<file path="src/rtl/spi_boot_pkg.sv">
package spi_boot_pkg;
  typedef enum logic [2:0] {
    ST_IDLE,
    ST_CMD,
    ST_DATA,
    ST_TRAIL,
    ST_FINISH
  } boot_st_e;

  localparam int OP_W = 8;
  localparam logic [OP_W-1:0] READ_OP = 8'h03;
endpackage

</file>
<file path="src/rtl/spi_boot_clkgen.sv">
module spi_boot_clkgen #(
  parameter int DIV_W       = 8,
  parameter int DIV_DEFAULT = 25
) (
  input  logic             clk_i,
  input  logic             rst_ni,
  input  logic             run_i,
  input  logic             load_i,
  input  logic [DIV_W-1:0] load_val_i,
  output logic             sclk_o,
  output logic             rise_o,
  output logic             fall_o
);
  localparam logic [DIV_W-1:0] HALF_RST = DIV_W'(DIV_DEFAULT);

  logic [DIV_W-1:0] cnt_q, cnt_d, half_q, half_d, pend_q, pend_d;
  logic             pend_v_q, pend_v_d, sclk_q, sclk_d, tick;

  assign tick   = run_i && (cnt_q == half_q - 1'b1);
  assign rise_o = tick && !sclk_q;
  assign fall_o = tick && sclk_q;
  assign sclk_o = sclk_q;

  always_comb begin
    cnt_d    = cnt_q;
    sclk_d   = sclk_q;
    half_d   = half_q;
    pend_d   = pend_q;
    pend_v_d = pend_v_q;
    if (!run_i) begin
      cnt_d  = '0;
      sclk_d = 1'b0;
    end else if (tick) begin
      cnt_d  = '0;
      sclk_d = ~sclk_q;
    end else begin
      cnt_d = cnt_q + 1'b1;
    end
    if (load_i) begin
      pend_d   = load_val_i;
      pend_v_d = 1'b1;
    end else if (tick && pend_v_q) begin
      half_d   = pend_q;
      pend_v_d = 1'b0;
    end
  end

  always_ff @(posedge clk_i or negedge rst_ni) begin
    if (!rst_ni) begin
      cnt_q    <= '0;
      sclk_q   <= 1'b0;
      half_q   <= HALF_RST;
      pend_q   <= '0;
      pend_v_q <= 1'b0;
    end else begin
      cnt_q    <= cnt_d;
      sclk_q   <= sclk_d;
      half_q   <= half_d;
      pend_q   <= pend_d;
      pend_v_q <= pend_v_d;
    end
  end


  half_nz_chk: assert property (@(posedge clk_i) disable iff (!rst_ni)
    half_q != '0);


  half_sw_chk: assert property (@(posedge clk_i) disable iff (!rst_ni)
    !$stable(half_q) |-> $past(tick));
endmodule

</file>
<file path="src/rtl/spi_boot_rx.sv">
module spi_boot_rx #(
  parameter int BYTE_W = 8
) (
  input  logic              clk_i,
  input  logic              rst_ni,
  input  logic              clr_i,
  input  logic              smp_i,
  input  logic              miso_i,
  output logic [BYTE_W-1:0] byte_o,
  output logic              vld_o
);
  localparam int BCW = $clog2(BYTE_W);
  localparam logic [BCW-1:0] LAST = BCW'(BYTE_W - 1);

  logic [BYTE_W-2:0] sh_q, sh_d;
  logic [BCW-1:0]    bit_q, bit_d;
  logic [BYTE_W-1:0] byte_q, byte_d;
  logic              vld_q, vld_d;

  always_comb begin
    sh_d   = sh_q;
    bit_d  = bit_q;
    byte_d = byte_q;
    vld_d  = 1'b0;
    if (clr_i) begin
      sh_d  = '0;
      bit_d = '0;
    end else if (smp_i) begin
      sh_d  = {sh_q[BYTE_W-3:0], miso_i};
      bit_d = (bit_q == LAST) ? '0 : bit_q + 1'b1;
      if (bit_q == LAST) begin
        vld_d  = 1'b1;
        byte_d = {sh_q, miso_i};
      end
    end
  end

  always_ff @(posedge clk_i or negedge rst_ni) begin
    if (!rst_ni) begin
      sh_q   <= '0;
      bit_q  <= '0;
      byte_q <= '0;
      vld_q  <= 1'b0;
    end else begin
      sh_q   <= sh_d;
      bit_q  <= bit_d;
      byte_q <= byte_d;
      vld_q  <= vld_d;
    end
  end

  assign byte_o = byte_q;
  assign vld_o  = vld_q;


  vld_pulse_chk: assert property (@(posedge clk_i) disable iff (!rst_ni)
    vld_q |=> !vld_q);
endmodule

</file>
<file path="src/rtl/spi_boot_loader.sv">
module spi_boot_loader
  import spi_boot_pkg::*;
#(
  parameter int DIV_W        = 8,
  parameter int DIV_DEFAULT  = 25,
  parameter int TRAIL_CYCLES = 100,
  parameter int DIV_BYTE_IDX = 2,
  parameter int BYTE_W       = 8,
  parameter int ADDR_W       = 24
) (
  input  logic              clk_i,
  input  logic              rst_ni,
  input  logic              miso_i,
  input  logic              done_i,
  output logic              sclk_o,
  output logic              cs_n_o,
  output logic              mosi_o,
  output logic [BYTE_W-1:0] byte_o,
  output logic              byte_vld_o,
  output logic              finished_o
);
  localparam int CMD_BITS = OP_W + ADDR_W;
  localparam int CCW      = $clog2(CMD_BITS + 1);
  localparam int TCW      = $clog2(TRAIL_CYCLES + 1);
  localparam int BIW      = $clog2(DIV_BYTE_IDX + 2);
  localparam logic [CMD_BITS-1:0] CMD_WORD = {READ_OP, {ADDR_W{1'b0}}};

  logic [1:0] rs_q;
  logic       rst_s;

  always_ff @(posedge clk_i or negedge rst_ni) begin
    if (!rst_ni) rs_q <= 2'b00;
    else         rs_q <= {rs_q[0], 1'b1};
  end
  assign rst_s = rs_q[1];

  boot_st_e            st_q, st_d;
  logic [CMD_BITS-1:0] cmd_q, cmd_d;
  logic [CCW-1:0]      ccnt_q, ccnt_d;
  logic [TCW-1:0]      tcnt_q, tcnt_d;
  logic [BIW-1:0]      bidx_q, bidx_d;
  logic                mosi_q, mosi_d, cs_n_q, cs_n_d, fin_q, fin_d;
  logic                run, rise, fall, smp, clr, load;
  logic [BYTE_W-1:0]   rx_byte;
  logic                rx_vld;

  assign run  = (st_q == ST_CMD) || (st_q == ST_DATA) || (st_q == ST_TRAIL);
  assign smp  = fall && (st_q == ST_DATA) && !done_i;
  assign clr  = (st_q == ST_IDLE);
  assign load = rx_vld && (bidx_q == BIW'(DIV_BYTE_IDX)) && (rx_byte != '0);

  spi_boot_clkgen #(.DIV_W(DIV_W), .DIV_DEFAULT(DIV_DEFAULT)) clkgen_i (
    .clk_i(clk_i), .rst_ni(rst_s), .run_i(run), .load_i(load),
    .load_val_i(DIV_W'(rx_byte)), .sclk_o(sclk_o), .rise_o(rise), .fall_o(fall)
  );

  spi_boot_rx #(.BYTE_W(BYTE_W)) rx_i (
    .clk_i(clk_i), .rst_ni(rst_s), .clr_i(clr), .smp_i(smp), .miso_i(miso_i),
    .byte_o(rx_byte), .vld_o(rx_vld)
  );

  always_comb begin
    st_d   = st_q;
    cmd_d  = cmd_q;
    ccnt_d = ccnt_q;
    tcnt_d = tcnt_q;
    mosi_d = mosi_q;
    bidx_d = bidx_q;
    if (rx_vld && (bidx_q != BIW'(DIV_BYTE_IDX + 1))) bidx_d = bidx_q + 1'b1;
    unique case (st_q)
      ST_IDLE: begin
        st_d   = ST_CMD;
        cmd_d  = CMD_WORD;
        ccnt_d = '0;
      end
      ST_CMD: begin
        if (rise) begin
          mosi_d = cmd_q[CMD_BITS-1];
          cmd_d  = {cmd_q[CMD_BITS-2:0], 1'b0};
          ccnt_d = ccnt_q + 1'b1;
        end
        if (fall && (ccnt_q == CCW'(CMD_BITS))) st_d = ST_DATA;
      end
      ST_DATA: begin
        if (done_i) begin
          st_d   = ST_TRAIL;
          tcnt_d = fall ? TCW'(1) : '0;
        end
      end
      ST_TRAIL: begin
        if (fall) begin
          if (tcnt_q == TCW'(TRAIL_CYCLES - 1)) st_d = ST_FINISH;
          else                                  tcnt_d = tcnt_q + 1'b1;
        end
      end
      default: st_d = ST_FINISH;
    endcase
    cs_n_d = !((st_d == ST_CMD) || (st_d == ST_DATA) || (st_d == ST_TRAIL));
    fin_d  = (st_d == ST_FINISH);
  end

  always_ff @(posedge clk_i or negedge rst_s) begin
    if (!rst_s) begin
      st_q   <= ST_IDLE;
      cmd_q  <= '0;
      ccnt_q <= '0;
      tcnt_q <= '0;
      bidx_q <= '0;
      mosi_q <= 1'b0;
      cs_n_q <= 1'b1;
      fin_q  <= 1'b0;
    end else begin
      st_q   <= st_d;
      cmd_q  <= cmd_d;
      ccnt_q <= ccnt_d;
      tcnt_q <= tcnt_d;
      bidx_q <= bidx_d;
      mosi_q <= mosi_d;
      cs_n_q <= cs_n_d;
      fin_q  <= fin_d;
    end
  end

  assign mosi_o     = mosi_q;
  assign cs_n_o     = cs_n_q;
  assign finished_o = fin_q;
  assign byte_o     = rx_byte;
  assign byte_vld_o = rx_vld;


  idle_low_chk: assert property (@(posedge clk_i) disable iff (!rst_s)
    cs_n_o |-> !sclk_o);


  mosi_edge_chk: assert property (@(posedge clk_i) disable iff (!rst_s)
    !$stable(mosi_o) |-> $rose(sclk_o));


  fin_park_chk: assert property (@(posedge clk_i) disable iff (!rst_s)
    finished_o |=> finished_o && cs_n_o && !sclk_o);


  trail_nobyte_chk: assert property (@(posedge clk_i) disable iff (!rst_s)
    (st_q == ST_TRAIL) && $past(st_q == ST_TRAIL) |-> !byte_vld_o);
endmodule

</file>
<file path="config.mk">
export PLATFORM = sky130hd
export DESIGN_NAME = spi_boot_loader
export DESIGN_NICKNAME = d
export VERILOG_FILES = /design/src/rtl/spi_boot_pkg.sv /design/src/rtl/spi_boot_clkgen.sv /design/src/rtl/spi_boot_rx.sv /design/src/rtl/spi_boot_loader.sv
export SDC_FILE = /design/constraint.sdc
export NUM_CORES = 1
export LEC_CHECK = 0
export CAP_MARGIN = 10
export CORE_ASPECT_RATIO = 0.7
export CORE_MARGIN = 5
export CORE_UTILIZATION = 45
export CTS_CLUSTER_DIAMETER = 150
export CTS_CLUSTER_SIZE = 8
export DETAILED_ROUTE_END_ITERATION = 7
export DONT_BUFFER_PORTS = 1
export HOLD_SLACK_MARGIN = 0.03
export PLACE_DENSITY_LB_ADDON = 0.25
export SETUP_SLACK_MARGIN = 0.1
export SKIP_CTS_REPAIR_TIMING = 1
export SYNTH_ARGS = -nofsm -noshare
export SYNTH_HDL_FRONTEND = slang
export SYNTH_HIERARCHICAL = 1
export SYNTH_SLANG_ARGS = --single-unit
</file>
<file path="constraint.sdc">
create_clock -name clk_i -period 2.95 [get_ports clk_i]
set_clock_uncertainty 0.2 [all_clocks]
set_input_delay 0.295 -clock clk_i [delete_from_list [all_inputs] [get_ports clk_i]]
set_output_delay 0.295 -clock clk_i [all_outputs]
set_load 0.05 [all_outputs]
</file>
Word level (Yosys, flattened, before mapping)
Cells that the tools add are included.
- flip-flop bits (word level): 100
- input port bits: 4
- output and inout port bits: 13
- logic and storage cells: 101
- $add $sub $neg: 6
- eq/ne operators: 18
- mux-type cells: 28
- bitwise gates (word level): 3
- reductions and logical operators: 28
- operators by type and width (kind ; number):
    $pmux W32 S2 ; 1
    $mux W7 ; 5
    $mux W32 ; 1
    $mux W3 ; 7
    $mux W8 ; 2
    $pmux W7 S2 ; 1
    $eq A3 B2 Y1 const B ; 4
    $pmux W3 S4 ; 1
    $pmux W6 S2 ; 1
    $logic_and A1 B1 Y1 ; 10
    $ne A2 B2 Y1 const B ; 5
    $add A8 B1 Y8 const B ; 1
    $eq A8 B8 Y1 ; 1
    $mux W1 ; 8
    $reduce_bool A2 Y1 ; 4
    $reduce_bool A8 Y1 ; 1
    $sub A8 B1 Y8 const B ; 1
    $add A7 B1 Y7 const B ; 1
    $eq A7 B7 Y1 const B ; 1
    $add A6 B1 Y6 const B ; 1
    $eq A3 B1 Y1 const B ; 2
    $eq A3 B3 Y1 const B ; 2
    $eq A6 B6 Y1 const B ; 1
    $mux W6 ; 1
    other kinds (11) ; 20

Longest topological paths before layout
Gate-level depths: netlist (run 1).
- word-level depth: 12
- mapped depth: 12
- gate-level depth less buffers: 11

Modules after synthesis
The synthesis (run 1) kept the hierarchy.
- modules (own cells, without submodules) (module ; times used ; cells each ; area an instance (sq um) ; seq. area each (sq um)):
    spi_boot_loader ; 1 ; 166 ; 1626.6 ; 777.0
    spi_boot_clkgen ; 1 ; 104 ; 1272.5 ; 654.4
    spi_boot_rx ; 1 ; 54 ; 799.5 ; 475.5

Least setup slack after synthesis (run 1)
Ideal clock, no wire load.
- kind: reg2reg
- from: reg clkgen_i.half_q[0]
- to: reg mosi_q (netlist: mosi_o)
- setup time: 0.125 ns
- arrival time: 2.853 ns
- required time: 2.625 ns
- slack: -0.228 ns
- cell stages (with the launch flop): 10
- buffers on the path: 1
- period minus slack after synthesis: 3.178 ns
- path through: dfstp_2 inv_1 ha_1 xnor3_1 nand3_1 nor4_1 nor3b_1 and4bb_2 buf_2 mux2_2
- word-level cells in the longest chain between the ends: 5
- RTL lines (item ; RTL line ; RTL):
    start: declaration ; spi_boot_clkgen.sv:16 ; logic [DIV_W-1:0] cnt_q, cnt_d, half_q, half_d, pend_q, pend_d;
    start signal: assignment ; spi_boot_clkgen.sv:58 ; half_q <= half_d;
    $sub A8 B1 Y8 ; spi_boot_clkgen.sv:19 ; assign tick = run_i && (cnt_q == half_q - 1'b1);
    $eq A8 B8 Y1 ; spi_boot_clkgen.sv:19 ;
    $logic_and A1 B1 Y1 ; spi_boot_clkgen.sv:19 ;
    $logic_and A1 B1 Y1 ; spi_boot_clkgen.sv:20 ; assign rise_o = tick && !sclk_q;
    net rise ; spi_boot_loader.sv:43 ; logic run, rise, fall, smp, clr, load;
    $reduce_and A2 Y1 (no line) ; n/a ;
    end signal: assignment ; spi_boot_loader.sv:118 ; mosi_q <= mosi_d;
    end: declaration ; spi_boot_loader.sv:42 ; logic mosi_q, mosi_d, cs_n_q, cs_n_d, fin_q, fin_d;
The timed path passes the listed nets, and every way through them passes these cells.
A chain may end at the register's enable or synchronous reset.

Worst setup path after layout (run 1)
- from: reg clkgen_i.half_q[0]
- to: reg rx_i.bit_q[0]
- word-level cells in the longest chain between the ends: 7
- RTL lines (item ; RTL line ; RTL):
    $sub A8 B1 Y8 ; spi_boot_clkgen.sv:19 ;
    $eq A8 B8 Y1 ; spi_boot_clkgen.sv:19 ;
    $logic_and A1 B1 Y1 ; spi_boot_clkgen.sv:19 ;
    $logic_and A1 B1 Y1 ; spi_boot_clkgen.sv:21 ; assign fall_o = tick && sclk_q;
    net fall ; spi_boot_loader.sv:43 ;
    $logic_and A1 B1 Y1 (2 in a row) ; spi_boot_loader.sv:48 ; assign smp = fall && (st_q == ST_DATA) && !done_i;
    net smp ; spi_boot_loader.sv:43 ;
    $reduce_bool A2 Y1 (no line) ; n/a ;
    end signal: assignment ; spi_boot_rx.sv:46 ; bit_q <= bit_d;
    end: declaration ; spi_boot_rx.sv:16 ; logic [BCW-1:0] bit_q, bit_d;
The timed path passes the listed nets, and every way through them passes these cells.

==> reports/qor.txt, run 1 <==
post-synth cell types: 50
Worst path slowest cell: or4_4
gpl congestion: 0.783
HPWL after DPL: 4.95 mm
Avg WL per Cell: 15.7 µm
Critical Path Max Stage Delay: 0.54 ns
Total GRT Usage: 15.0%
final worst slack: -0.00892 ns
maximum clock frequency: 338 MHz
Worst EP required: 3.01 ns
CTS buffer count: 9
io pins: 17
Vias/cell: 5.36
post-placement worst setup slack: -0.0796 ns
first-pass GRT wire length: 12.0 mm
Post-Synthesis Cells: 324
status: complete, but fails checks
Syn Area/Cell: 11.4 µm²
DR iter-0 viols: 102
RR Startpoint: clkgen_i/half_q[0]
# Max-Cap Violations: 0
TritonCTS clock tree: built
Setup crit start: clkgen_i/half_q[0]
crit-path cells: buf_6 > or4_4 > nor2_4 > xnor2_2 > nor4_4 > and3_4 > and3_4 > buf_6 > or3b_1 > a21oi_1
Sink Count: 76
placed cell count: 441
CP endpoint kind: flip-flop
count of non-filler cells in the finished layout: 468
Seq cells post-synth: 76
Syn Nets: 337
Post-Route WL: 7.36 mm
Top delay family on crit path: simple AND/OR/NAND/NOR gates
CP bufs+invs: 2
FFs w/ async S/R, synth: 100%
Max FO, Critical Path: 5
full die area: 10200 µm²
failing checks: setup timing
Die X-Extent: 118 µm
dominant synthesized flop cell: dfrtp_1
DRT Pass-1 Iters: 4
Hold Crit Class: in2reg
Pleak: 2.17 nW
Final period util: 100%
Longest Clk Path Bufs: 2
final-report setup violation count: 1
Final nets: 376
Die H: 85.9 µm
htree depth: 3
VDD IR-drop max: 0.390 mV
n_diodes: 0
filler instances: 643
PortBufs: 0
largest net degree at the start of global routing: 49
Seq/Total Area, Yosys: 51.6%
CP Data Arrival Time: 3.02 ns
antenna violations before repair: 0
vias post-DR: 2510
Max Slew Vio Count: 0
Initial Utilization: 46.6%
power per cell area: 498 nW/µm²
Setup Crit Path Kind: reg2reg
share of cells above drive strength 1: 32.7%
Clk Latency, worst-skew pair: 0.34 ns
WHS: 0.0591 ns
remaining antenna violation count after routing: 0
core area: 7940 µm²
Yosys Warn Count: 6
Slew headroom: 34.5%
Post-synth EDFFs: 0
CP startpoint kind: flip-flop
Area after DPL: 4030 µm²
Least-Margin Pin Slew: 0.983 ns
design area: 4660 µm²
Cell Area, Synth: 3700 µm²
post-layout power: 2.32 mW
Hold Fails Final Rpt: 0
Reg clk slew, reported paths: 0.06 ns
Tmin final: 2.96 ns
vias in the first global route: 2348
FP Rows: 27
Post-route DRC: 0
Hold Path Origin: done_i
RSZ-0062 raised after global routing: true
clock root buffer master: clkbuf_16
Area growth, synth to finish: 25.9%
Remaining Overflow, GRT: 0
-- cells by family (layout without fill, tap and decap cells) --
kind of cell / Yosys count / in the layout / synth area share (%)
simple gates: 107 / 107 / 15.9
flops: 76 / 76 / 51.6
compound gates: 47 / 47 / 8.42
mux: 37 / 37 / 11.7
buf+inv: 26 / 69 / 3.92
xor+xnor: 21 / 21 / 5.35
fa+ha+maj: 9 / 9 / 3.04
other cells: 1 / 1 / 0.101
-- flip-flops by register name (all words and copies together) (netlist names) --
signal             count
st_q                   3
rx_i/byte_o            8
clkgen_i/pend_q        8
clkgen_i/cnt_q         8
finished_o             1
rx_i/bit_q             3
bidx_q                 2
rx_i/vld_o             1
rs_q                   2
clkgen_i/half_q        8
cmd_q                  8
tcnt_q                 7
ccnt_q                 6
cs_n_o                 1
mosi_o                 1
clkgen_i/sclk_o        1
clkgen_i/pend_v_q      1
rx_i/sh_q              7
-- power by group --
part / switching (mW) / leakage (nW) / total, mW / internal, mW
Combinational: 0.0112 / 0.997 / 0.0196 / 0.00841
Clock: 0.419 / 0.159 / 1.24 / 0.820
Sequential: 0.0152 / 1.01 / 1.06 / 1.05
Total: 0.445 / 2.17 / 2.32 / 1.88
-- synth_stat cells, types with 2 or more instances --
cell	n	area, µm²
clkbuf_8	2	27.5
nand4_1	5	31.3
dfstp_2	4	105
nand2b_1	5	31.3
clkbuf_1	3	11.3
nor2_1	31	116
o22ai_1	2	12.5
o21ai_0	17	85.1
a21oi_1	9	45.0
buf_2	3	15.0
xnor2_1	9	78.8
xor2_1	11	96.3
a31oi_1	2	12.5
nand3_1	8	40.0
and3_1	5	31.3
mux2i_1	10	100
inv_1	13	48.8
nor3_1	3	15.0
dfrtp_1	72	1800
ha_1	9	113
o41ai_1	2	17.5
nor2b_1	3	18.8
nor3b_1	3	22.5
nor4_1	4	25.0
a31o_2	3	26.3
mux2_4	8	120
nand2_1	28	105
a41oi_1	2	17.5
o41ai_2	2	32.5
buf_4	2	15.0
buf_6	2	22.5
o31ai_1	6	45.0
mux2_2	19	214
-- cell type report --
cell class                      count  area, µm²  share of cell area [%]
Tap cell                          101        126                    2.71
Multi-Input combinational cell    222       1840                    39.5
Sequential cell                    76       1910                    41.0
Clock buffer                       10        229                    4.92
Timing Repair Buffer               41        404                    8.68
Inverter                           13       48.8                    1.05
Clock inverter                      5        103                    2.20
-- cells in the final DEF (no fill, tap or decap), types with 2 or more instances in the layout --
cell type,instances
o22ai_1,2
nor3b_4,2
xor2_1,10
o41ai_2,3
dfstp_2,4
ha_1,8
mux2i_1,8
nor4_1,3
nand4_1,5
xnor2_1,8
dfrtp_1,71
nand2b_1,5
inv_1,12
mux2_2,16
mux2_4,11
nor2_1,28
buf_4,30
mux2i_2,2
a31o_2,3
buf_6,3
and3_4,2
nand2_1,27
o21ai_0,10
nor4_4,2
nor3_1,3
a21oi_1,8
o21ai_1,6
a31oi_1,2
bufinv_16,3
nand3_1,6
buf_12,2
clkbuf_16,12
and3_1,3
dlygate4sd3_1,3
nor2b_1,3
o31ai_1,6
nor2_4,2
-- metrics by stage --
stage / TNS, ns / utilization, %
finish: -0.00892 / 58.7
global route: -1.63 / 58.7
CTS: -0.810 / 55.0
detailed placement: -0.508 / 50.8
global placement: -0.000248 / 50.8
floorplan: 0 / -
-- layer usage --
metal	GRT usage (%)	share of wire, %	vias to the layer above
met4	6.25	1.3	0
met3	5.21	5.0	10
met1	21.4	50	1238
li1	-	-	1213
met2	20.6	44	49
met5	0	0	-
-- tightest hold or removal path: cells and delay by family --
kind | cells | cell delay, ns
AO/OA/AOI/OAI | 1 | 0.09
AND/OR/NAND/NOR | 2 | 0.18
-- path summary, 6_finish.rpt --
| check | endpoint | slack (ns) | depth (start not counted) |
|---|---|---|---|
| worst min register to register | rs_q[1] | 0.15 | 0 |
| min in group asynchronous | rx_i/vld_o | 0.24 | 0 |
| worst min-delay path | tcnt_q[3] | 0.06 | 3 |
| worst max register to register | rx_i/bit_q[0] | -0.009 | 10 |
| worst max-delay path | rx_i/bit_q[0] | -0.009 | 10 |
| max in group asynchronous | mosi_o | 1.57 | 1 |
No activity file was read; power rests on OpenSTA's default activity.
==> inputs of run 2 (changes only) <==
--- a/config.mk
+++ b/config.mk
@@ -15,6 +15,7 @@
 export DONT_BUFFER_PORTS = 1
 export HOLD_SLACK_MARGIN = 0.03
 export PLACE_DENSITY_LB_ADDON = 0.25
+export RECOVER_POWER = 25
 export SETUP_SLACK_MARGIN = 0.1
 export SKIP_CTS_REPAIR_TIMING = 1
 export SYNTH_ARGS = -nofsm -noshare
==> reports/qor.txt, run 2 (same netlist as run 1, synthesis figures left out) <==
Critical Path Max Stage Delay: 0.54 ns
# Max-Cap Violations: 1
setup TNS: -0.00225 ns
Final period util: 100%
antenna violations before repair: 0
Initial Utilization: 46.6%
maximum clock frequency: 339 MHz
Post-route DRC: 0
final worst slack: -0.00225 ns
Vias/cell: 5.27
PortBufs: 0
CTS buffer count: 9
commonest non-fill, non-tap cell in the layout: dfrtp_1
Comb pwr share: 0.9%
Internal: 1.88 mW
n_diodes: 0
Post-Route WL: 7.40 mm
Seq pwr share: 45.8%
Hold Path Origin: done_i
status: complete, but fails checks
worst reg2reg endpoint: rx_i/bit_q[0]
Hold Crit Class: in2reg
VDD IR-drop max: 0.390 mV
Avg WL per Cell: 15.8 µm
CP endpoint kind: flip-flop
Max FO, Critical Path: 5
failing checks: capacitance limit, slew limit, setup timing
R2R Setup Slk: -0.002 ns
CP startpoint kind: flip-flop
Hold Fails Final Rpt: 0
Die X-Extent: 118 µm
Longest Clk Path Bufs: 2
power per cell area: 502 nW/µm²
Worst path slowest cell: or4_4
core area: 7940 µm²
Worst EP required: 3.01 ns
Die H: 85.9 µm
Max Slew Vio Count: 49
Psw: 0.445 mW
Least-Margin Pin Slew: 1.81 ns
vias in the first global route: 2348
largest net degree at the start of global routing: 49
Tmin final: 2.95 ns
Clk Latency, worst-skew pair: 0.34 ns
switching part of the total power: 19.2%
Setup Crit Path Kind: reg2reg
Remaining Overflow, GRT: 0
vias post-DR: 2468
htree depth: 3
gpl congestion: 0.783
clock root buffer master: clkbuf_16
Final nets: 376
RR Startpoint: clkgen_i/half_q[0]
met3 wire len: 355 µm
hold-critical path endpoint: tcnt_q[6]
crit-path cells: buf_6 > or4_4 > nor2_4 > xnor2_2 > nor4_4 > and3_4 > and3_4 > buf_6 > or3b_1 > a21oi_1
commonest non-fill, non-tap cells in the layout: dfrtp_1 (72), nor2_1 (28), nand2_1 (27)
Clk pwr share: 53.4%
Area growth, synth to finish: 25.0%
DR iter-0 viols: 109
share of cells above drive strength 1: 30.0%
RSZ-0062 raised after global routing: true
Sink Count: 76
Pleak: 2.13 nW
HPWL after DPL: 4.95 mm
Total GRT Usage: 15.0%
CP Data Arrival Time: 3.02 ns
Post-Route M1 WL: 3.74 mm
metal2 WL: 3.19 mm
io pins: 17
hold depth: 3
Reg clk slew, reported paths: 0.06 ns
DR top layer: met4
final-report setup violation count: 1
Core Util, Final: 58.2%
DRT Pass-1 Iters: 4
FP Rows: 27
Worst R2R Path Depth: 10
Slew headroom: -20.9%
full die area: 10200 µm²
TritonCTS clock tree: built
remaining antenna violation count after routing: 0
first-pass GRT wire length: 12.0 mm
-- run 2: metal layers --
layer,GRT usage [%],up-vias
li1,-,1207
met1,21.4,1204
met2,20.6,45
met3,5.21,12
met4,6.25,0
met5,0,-
-- run 2: worst max-delay path: cells and delay by family (launching register included) --
family,cells,cell delay (ns)
simple gates,6,1.82
flops,1,0.38
buf+inv,2,0.25
compound gates,1,0.13
xor+xnor,1,0.10
-- run 2: worst max path at each step --
| stage | from | to | slack [ns] |
|---|---|---|---|
| 2_1_floorplan | clkgen_i/half_q[0] | mosi_o | 0.1 |
| 3_3_place_gp | clkgen_i/half_q[0] | rx_i/bit_q[0] | -0.0002 |
| 3_5_place_dp | clkgen_i/half_q[0] | rx_i/bit_q[0] | -0.08 |
| 4_1_cts | clkgen_i/half_q[0] | rx_i/bit_q[0] | -0.09 |
| 5_1_grt | clkgen_i/half_q[0] | ccnt_q[5] | -0.15 |
| 6_report | clkgen_i/half_q[0] | rx_i/bit_q[0] | -0.002 |
-- run 2: per-stage QoR --
stage	cell area (µm²)	worst slack [ns]	instances	hold WS (ns)	power, mW
after global routing	4620	-0.152	468	0.0722	2.41
final	4620	-0.00225	468	0.0591	2.32
after CTS	4360	-0.0874	456	-0.568	2.35
after floorplan	3760	0.0998	324	-0.201	1.09
after detailed placement	4030	-0.0796	441	-0.201	1.10
after global placement	4030	-0.000248	441	-0.201	1.10
-- run 2: power groups by stage --
stage	Clock, mW	Combinational (mW)	Sequential, mW
finish	1.24	0.0198	1.06
global route	1.32	0.0239	1.06
CTS	1.27	0.0163	1.06
detailed placement	0	0.0162	1.08
global placement	0	0.0157	1.08
floorplan	0	0.00451	1.08
-- run 2: cell type report --
| cell class | instances | area [µm²] |
|---|---|---|
| fillers | 652 | 3320 |
| flip-flops and latches | 76 | 1910 |
| multi-input cells | 222 | 1840 |
| repair buffers | 41 | 370 |
| clock buffers | 10 | 229 |
| well taps | 101 | 126 |
| clock inverters | 5 | 103 |
| inverters | 13 | 48.8 |
==> inputs of run 3 (changes only) <==
--- a/config.mk
+++ b/config.mk
@@ -9,6 +9,7 @@
 export CORE_ASPECT_RATIO = 0.7
 export CORE_MARGIN = 5
 export CORE_UTILIZATION = 45
+export CTS_BUF_LIST = sky130_fd_sc_hd__clkbuf_16
 export CTS_CLUSTER_DIAMETER = 150
 export CTS_CLUSTER_SIZE = 8
 export DETAILED_ROUTE_END_ITERATION = 7
==> reports/qor.txt, run 3 (same netlist as run 1, synthesis figures left out) <==
TritonCTS clock tree: built
CP endpoint kind: flip-flop
Longest Clk Path Bufs: 2
gpl congestion: 0.783
vias post-DR: 2468
R2R Setup Slk: -0.002 ns
first-pass GRT wire length: 12.0 mm
CP startpoint kind: flip-flop
vias in the first global route: 2348
failing checks: capacitance limit, slew limit, setup timing
Hold Crit Class: in2reg
final worst slack: -0.00225 ns
Max FO, Critical Path: 5
Slew headroom: -20.9%
FP Rows: 27
Avg WL per Cell: 15.8 µm
status: complete, but fails checks
Critical Path Max Stage Delay: 0.54 ns
Area growth, synth to finish: 25.0%
CTS buffer count: 9
maximum clock frequency: 339 MHz
DRT Pass-1 Iters: 4
Vias/cell: 5.27
HPWL after DPL: 4.95 mm
largest net degree at the start of global routing: 49
htree depth: 3
Max Slew Vio Count: 49
Die X-Extent: 118 µm
Setup Crit Path Kind: reg2reg
clock root buffer master: clkbuf_16
WHS: 0.0591 ns
Clk Latency, worst-skew pair: 0.34 ns
placed cell count: 441
antenna violations before repair: 0
final-report setup violation count: 1
core area: 7940 µm²
Sink Count: 76
Final nets: 376
count of non-filler cells in the finished layout: 468
post-layout power: 2.32 mW
Post-Route WL: 7.40 mm
power per cell area: 501 nW/µm²
Pleak: 2.13 nW
VDD IR-drop max: 0.390 mV
Total GRT Usage: 15.0%
commonest non-fill, non-tap cells in the layout: dfrtp_1 (72), nor2_1 (28), nand2_1 (27)
io pins: 17
Worst EP required: 3.01 ns
RSZ-0062 raised after global routing: true
Hold Fails Final Rpt: 0
remaining antenna violation count after routing: 0
Die H: 85.9 µm
share of cells above drive strength 1: 30.0%
Initial Utilization: 46.6%
CP Data Arrival Time: 3.02 ns
n_diodes: 0
Least-Margin Pin Slew: 1.81 ns
# Max-Cap Violations: 1
Post-route DRC: 0
Remaining Overflow, GRT: 0
Tmin final: 2.95 ns
Reg clk slew, reported paths: 0.06 ns
PortBufs: 0
Final period util: 100%
Worst path slowest cell: or4_4
DR iter-0 viols: 109
crit-path cells: buf_6 > or4_4 > nor2_4 > xnor2_2 > nor4_4 > and3_4 > and3_4 > buf_6 > or3b_1 > a21oi_1
full die area: 10200 µm²
commonest non-fill, non-tap cell in the layout: dfrtp_1
[run 3: worst paths after layout]
check,startpoint,endpoint,cells after the start
max,clkgen_i/half_q[0],rx_i/bit_q[0],10
min,done_i,tcnt_q[6],3
max reg2reg,clkgen_i/half_q[0],rx_i/bit_q[0],10
min reg2reg,rs_q[0],rs_q[1],0
max in group asynchronous,rs_q[1],finished_o,0
min in group asynchronous,rst_ni,rs_q[0],2
[run 3: power by group]
group	switching (mW)	total (mW)	internal [mW]	leakage [nW]
Combinational	0.0113	0.0198	0.00856	0.958
Sequential	0.0153	1.06	1.05	1.01
Clock	0.418	1.23	0.816	0.163
[run 3: metal layers]
metal  vias up  track usage, %  part of all wire [%]
met5         -               0                     0
met4         0            6.25                   1.4
met1      1204            21.4                    51
met2        45            20.6                    43
li1       1207               -                     -
met3        12            5.21                   4.8
[run 3: per-stage QoR]
stage | TNS [ns] | utilization (%) | setup slack [ns] | instance area (µm²)
2_1_floorplan | 0 | - | 0.0998 | 3760
3_3_place_gp | -0.000248 | 50.8 | -0.000248 | 4030
3_5_place_dp | -0.508 | 50.8 | -0.0796 | 4030
4_1_cts | -0.803 | 55.0 | -0.0874 | 4360
5_1_grt | -1.63 | 58.2 | -0.152 | 4620
6_report | -0.00225 | 58.2 | -0.00225 | 4620
[run 3: final cells by class]
type	instances	area, µm²
fill	652	3320
sequential	76	1910
multi-input combinational	222	1840
timing repair buffer	41	370
clock buffer	9	225
tap	101	126
clock inverter	6	106
inverter	13	48.8
[run 3: worst max-delay path: cells and delay by family, from the launching register on]
| family | cells | cell delay [ns] |
|---|---|---|
| AOI/OAI and AO/OA | 1 | 0.13 |
| xor gates and xnor gates | 1 | 0.10 |
| buffers and inverters | 2 | 0.25 |
| DFF | 1 | 0.38 |
| and+or+nand+nor | 6 | 1.82 |
